File: config.mk
export PLATFORM = sky130hd
export DESIGN_NAME = nvcmd_seq_detect
export DESIGN_NICKNAME = d
export VERILOG_FILES = /design/src/rtl/nvcmd_pkg.sv /design/src/rtl/nvcmd_access_det.sv /design/src/rtl/nvcmd_key_match.sv /design/src/rtl/nvcmd_seq_fsm.sv /design/src/rtl/nvcmd_seq_detect.sv
export SDC_FILE = /design/constraint.sdc
export NUM_CORES = 1
export LEC_CHECK = 0
export ABC_AREA = 0
export BUFFER_PORTS_ARGS = -buffer_cell sky130_fd_sc_hd__clkbuf_2
export CAP_MARGIN = 20
export CORE_MARGIN = 2
export CORE_UTILIZATION = 46
export DETAILED_ROUTE_END_ITERATION = 12
export GPL_TIMING_DRIVEN = 0
export PLACE_DENSITY = 0.72
export SYNTH_ARGS = -nofsm -noshare
export SYNTH_HDL_FRONTEND = slang
export SYNTH_SLANG_ARGS = --single-unit
File: constraint.sdc
create_clock -name clk -period 1.4 [get_ports clk]
set_input_delay 0.14 -clock clk [delete_from_list [all_inputs] [get_ports clk]]
set_output_delay 0.14 -clock clk [all_outputs]
set_load 0.005 [all_outputs]
File: src/rtl/nvcmd_pkg.sv
package nvcmd_pkg;

    // Sequence progress: number of prefix reads matched so far.
    typedef enum logic [2:0] {
        ST_IDLE = 3'd0,
        ST_K1   = 3'd1,
        ST_K2   = 3'd2,
        ST_K3   = 3'd3,
        ST_K4   = 3'd4,
        ST_K5   = 3'd5
    } seq_state_e;

    localparam int PREFIX_LEN = 5;
    localparam int KEY_W      = 16;

    localparam logic [KEY_W-1:0] STORE_KEY  = 16'h0F0F;
    localparam logic [KEY_W-1:0] RECALL_KEY = 16'h0F0E;

    // Prefix address expected at a given step (0 = first read).
    function automatic logic [KEY_W-1:0] prefix_key(input int step);
        logic [KEY_W-1:0] k;
        case (step)
            0:       k = 16'h0000;
            1:       k = 16'h1555;
            2:       k = 16'h0AAA;
            3:       k = 16'h1FFF;
            4:       k = 16'h10F0;
            default: k = 16'h0000;
        endcase
        return k;
    endfunction

endpackage

File: src/rtl/nvcmd_access_det.sv
// Turns raw enable/address levels into per-access events.
module nvcmd_access_det #(
    parameter int ADDR_W = 13
) (
    input  logic              clk,
    input  logic              rst_n,
    input  logic [ADDR_W-1:0] addr,
    input  logic              ce_n,
    input  logic              we_n,
    output logic              rd_start,
    output logic              wr_active
);

    logic              prev_ce_n;
    logic [ADDR_W-1:0] prev_addr;

    always_ff @(posedge clk) begin
        if (!rst_n) begin
            prev_ce_n <= 1'b1;
            prev_addr <= '0;
        end else begin
            prev_ce_n <= ce_n;
            prev_addr <= addr;
        end
    end

    logic rd_level;
    logic new_access;

    always_comb begin
        rd_level   = !ce_n && we_n;
        new_access = prev_ce_n || (addr != prev_addr);
        rd_start   = rd_level && new_access;
        wr_active  = !ce_n && !we_n;
    end

endmodule

File: src/rtl/nvcmd_key_match.sv
// Compares the current address against every key address in parallel.
module nvcmd_key_match
    import nvcmd_pkg::*;
#(
    parameter int ADDR_W = 13
) (
    input  logic [ADDR_W-1:0]     addr,
    output logic [PREFIX_LEN-1:0] pre_hit,
    output logic                  store_hit,
    output logic                  recall_hit
);

    localparam logic [ADDR_W-1:0] STORE_A  = ADDR_W'(STORE_KEY);
    localparam logic [ADDR_W-1:0] RECALL_A = ADDR_W'(RECALL_KEY);

    for (genvar k = 0; k < PREFIX_LEN; k++) begin : g_pre
        localparam logic [ADDR_W-1:0] KEY_A = ADDR_W'(prefix_key(k));
        assign pre_hit[k] = (addr == KEY_A);
    end

    assign store_hit  = (addr == STORE_A);
    assign recall_hit = (addr == RECALL_A);

endmodule

File: src/rtl/nvcmd_seq_fsm.sv
// Six-state sequence tracker with registered command pulses.
module nvcmd_seq_fsm
    import nvcmd_pkg::*;
(
    input  logic                  clk,
    input  logic                  rst_n,
    input  logic                  xfer_busy,
    input  logic                  rd_start,
    input  logic                  wr_active,
    input  logic [PREFIX_LEN-1:0] pre_hit,
    input  logic                  store_hit,
    input  logic                  recall_hit,
    output logic                  store_pulse,
    output logic                  recall_pulse
);

    seq_state_e state, state_nxt;
    seq_state_e restart_st;
    logic       fire_store, fire_recall;

    always_comb begin
        restart_st  = pre_hit[0] ? ST_K1 : ST_IDLE;
        state_nxt   = state;
        fire_store  = 1'b0;
        fire_recall = 1'b0;
        if (xfer_busy || wr_active) begin
            state_nxt = ST_IDLE;
        end else if (rd_start) begin
            unique case (state)
                ST_IDLE: state_nxt = restart_st;
                ST_K1:   state_nxt = pre_hit[1] ? ST_K2 : restart_st;
                ST_K2:   state_nxt = pre_hit[2] ? ST_K3 : restart_st;
                ST_K3:   state_nxt = pre_hit[3] ? ST_K4 : restart_st;
                ST_K4:   state_nxt = pre_hit[4] ? ST_K5 : restart_st;
                ST_K5: begin
                    if (store_hit) begin
                        fire_store = 1'b1;
                        state_nxt  = ST_IDLE;
                    end else if (recall_hit) begin
                        fire_recall = 1'b1;
                        state_nxt   = ST_IDLE;
                    end else begin
                        state_nxt = restart_st;
                    end
                end
                default: state_nxt = ST_IDLE;
            endcase
        end
    end

    // State register
    always_ff @(posedge clk) begin
        if (!rst_n) state <= ST_IDLE;
        else        state <= state_nxt;
    end

    // Output register
    always_ff @(posedge clk) begin
        if (!rst_n) begin
            store_pulse  <= 1'b0;
            recall_pulse <= 1'b0;
        end else begin
            store_pulse  <= fire_store;
            recall_pulse <= fire_recall;
        end
    end

endmodule

File: src/rtl/nvcmd_seq_detect.sv
module nvcmd_seq_detect
    import nvcmd_pkg::*;
#(
    parameter int ADDR_W = 13
) (
    input  logic              clk,
    input  logic              rst_n,
    input  logic [ADDR_W-1:0] addr,
    input  logic              ce_n,
    input  logic              we_n,
    input  logic              xfer_busy,
    output logic              store_pulse,
    output logic              recall_pulse
);

    logic                  rd_start;
    logic                  wr_active;
    logic [PREFIX_LEN-1:0] pre_hit;
    logic                  store_hit;
    logic                  recall_hit;

    nvcmd_access_det #(.ADDR_W(ADDR_W)) u_det (
        .clk       (clk),
        .rst_n     (rst_n),
        .addr      (addr),
        .ce_n      (ce_n),
        .we_n      (we_n),
        .rd_start  (rd_start),
        .wr_active (wr_active)
    );

    nvcmd_key_match #(.ADDR_W(ADDR_W)) u_match (
        .addr       (addr),
        .pre_hit    (pre_hit),
        .store_hit  (store_hit),
        .recall_hit (recall_hit)
    );

    nvcmd_seq_fsm u_fsm (
        .clk          (clk),
        .rst_n        (rst_n),
        .xfer_busy    (xfer_busy),
        .rd_start     (rd_start),
        .wr_active    (wr_active),
        .pre_hit      (pre_hit),
        .store_hit    (store_hit),
        .recall_hit   (recall_hit),
        .store_pulse  (store_pulse),
        .recall_pulse (recall_pulse)
    );

endmodule

==> flow_summary.toml <==
[logic_synthesis]
synthesis.nets = 110
syn_avg_cell_area_um2 = 9.819
postSynthCellCount = 92
synth_enable_flop_cells = 0
ys_ff_latch = 19
synth.distinct_cells = 32
postSynth.asyncResetShare_pct = 0
ys_seq_area_share_pct = 42.11
syn-cell-area_um2 = 903.4
synthFlopType = "dfxtp_1"
synth_warnings = 0

[global_route]
grt_pass1_wl_um = 2835
track_usage_pct = 15.89
grt_max_degree = 12
overflow = 0
grt_pass1_vias = 687
antenna_found_initial = 0

[sta]
drv_slew = 0
post-route-worst-setup-slack_ps = -142.9
hold_viol_final = 0
rsz0062_at_grt = "yes"
skew_ps = 6.015
period_minus_slack_ps = 1543
finalSetupViolations = 5
maxSlewHeadroom_pct = 66.99
fin_crit_sh_pct = 110.2
tightestPinTransition_ps = 491.0
setup_tns_ps = -510.4
max_clock_freq_ghz = 0.6481

[worst_setup_path]
critPathRequiredTime_ps = 1600
r2r-end = "u_fsm.recall_pulse"
r2r_cells = 5
worstSetupStartpointType = "flop"
crit_fanout = 5
r2r_setup_slack_ps = -140
worstSetupPathType = "flop to flop"
worstPathArrival_ps = 1740
reg2reg_from = "u_det.prev_addr[3]"
cp-end-kind = "flop"

[routing]
drt.antenna.violating_nets = 0
drc_errors = 0
avgRoutedWirePerCell_um = 12.18
drt_iter0_drc = 7
wl_um = 1729
firstDrtPassIters = 4
num_vias = 763
via_per_inst = 5.373

[cts]
cts.clk_slew.worst_paths_ps = 110
cts_tree = "done"
htreeDepth = 1
clkLatencyLatePin_ps = 300
cts_hold_repair.buffers = 0
clock_tree.root_cell = "clkbuf_4"
cts_buffers = 3
clkSinkCount = 19
cts_max_path_buffers = 2

[min_path]
hold_start = "ce_n"
hold_path_depth = 2
min_to = "u_det.prev_ce_n"
holdCritPathClass = "input port to flop"

[floorplanning]
die_x_um = 48.32
start_util_pct = 47.50
core_um2 = 1902
rows = 16
ios = 20
die_h_um = 48.32
die-area_um2 = 2334

[power_and_ir_drop]
power_density_nw_per_um2 = 912.1
p_leak_nw = 0.4810
peakVddDrop_mv = 0.4996

[placed_design]
placed_area_um2 = 1032
place_ws_ps = -190.6
hpwl_um = 1353
port_buffers = 19
dp.cells = 138
gp_congestion = 0.8525

[final_layout]
antennaDiodeCount = 0
synthToLayoutAreaGrowth_pct = 18.70
final_cells = 142
drive_gt1_share_pct = 29.57
fillers = 191
utilization_pct = 56.38
layout.nets = 134
final_area_um2 = 1072

[status]
violations = "negative setup slack"
outcome = "complete, but fails checks"

[flow_run]
max_cap_viol_count = 0
==> layout make-up <==
| type | instances | area (µm²) | share of cell area [%] |
|---|---|---|---|
| sequential | 19 | 380.4 | 35.47 |
| inverter | 1 | 3.754 | 0.3501 |
| multi-input combinational | 71 | 528.0 | 49.24 |
| timing repair buffer | 19 | 95.09 | 8.868 |
| clock buffer | 3 | 22.52 | 2.100 |
| buffer | 1 | 3.754 | 0.3501 |
| tap | 27 | 33.78 | 3.151 |
| clock inverter | 1 | 5.005 | 0.4667 |
==> routing by layer <==
layer	vias to the layer above	global-route usage [%]	routed length [µm]	share of wire, %
li1	375	-	-	-
met1	356	17.68	753	44
met2	27	26.85	826	48
met3	5	2.469	85	4.9
met4	0	12.86	64	3.7
met5	-	0	0	0
==> how the worst max path moves through the flow <==
stage,from,to,slack (ps),cells past startpoint
floorplan,u_det.prev_addr[1],u_fsm.state[1],50,5
global placement,u_det.prev_addr[1],u_fsm.recall_pulse,-180,5
detailed placement,u_det.prev_addr[1],u_fsm.recall_pulse,-190,5
CTS,u_det.prev_addr[3],u_fsm.recall_pulse,-140,5
global route,u_det.prev_addr[9],u_fsm.recall_pulse,-240,5
finish,u_det.prev_addr[3],u_fsm.recall_pulse,-140,5
==> synthesized netlist by cell type, drive strengths merged, types with 2 or more instances <==
master  instances  share of area, %
nor4            5               4.8
and4            2               2.2
or4             2               2.1
nand4           4               2.8
and2           13               9.1
nand2           4               1.7
nor3            2               1.7
a21o            3               2.5
a22o            2               1.9
nand2b          4               3.6
o211a           2               2.2
dfxtp          19                42
nor2            6               2.8
xor2           13                13
==> flip-flops by register name, summed over array words and instances (netlist names) <==
name,count
u_fsm.store_pulse,1
u_fsm.state,3
u_det.prev_ce_n,1
u_det.prev_addr,13
u_fsm.recall_pulse,1
==> placed cells by master (no fill, tap or decap) <==
cell type,n
o211a_1,2
or4_4,1
or4_1,1
dfxtp_1,19
or3b_1,1
nor3b_1,1
nand4_1,4
and4_4,1
nor3_1,1
and4b_1,1
o21ai_1,1
and2_1,12
nor3_2,1
nand2b_1,3
nand3_1,1
nor4_1,1
clkinv_2,1
a22o_1,2
xor2_1,13
a21o_1,3
or3_1,1
clkbuf_1,1
and4_1,1
nand2_1,4
inv_1,1
nand2b_4,1
clkbuf_4,3
nor2_1,5
nor2_2,1
o22ai_1,1
and2_2,1
clkbuf_2,19
and2b_2,1
nor4_2,4
a31oi_1,1
==> critical path, stage by stage, from the launching register on <==
cell and delay (ps):
dfxtp_1 330, xor2_1 150, nor4_2 310, nand4_1 240, and4_4 240, and4b_1 170
==> report_power, final <==
group | switching (mW) | total (mW) | leakage [nW] | internal, mW
clock | 0.170 | 0.277 | 0.0177 | 0.107
combinational | 0.0673 | 0.127 | 0.306 | 0.0600
sequential | 0.0103 | 0.574 | 0.157 | 0.563
total | 0.248 | 0.978 | 0.481 | 0.730
==> per-stage QoR <==
step	power (mW)	hold slack, ps
6_report	0.9781	40.30
5_1_grt	1.026	48.00
4_1_cts	0.9953	35.93
3_5_place_dp	0.7084	363.2
3_3_place_gp	0.7050	352.4
2_1_floorplan	0.6516	213.0
==> what timing repair did <==
item / 4_1_cts / 5_1_grt
buffers inserted: 0 / 0
gates resized for setup: 2 / 0
pin swaps: 4 / 1
endpoints found under the hold margin: 0 / 0
setup endpoints to repair: 5 / 5
==> cells by family after synthesis <==
kind of cell | share of synthesized area (%)
buffers and inverters | 0.8302
XOR/XNOR | 12.60
AND/OR/NAND/NOR | 35.87
flip-flops | 42.10
AO/OA/AOI/OAI | 8.588
(Power assumes the default switching activity.)
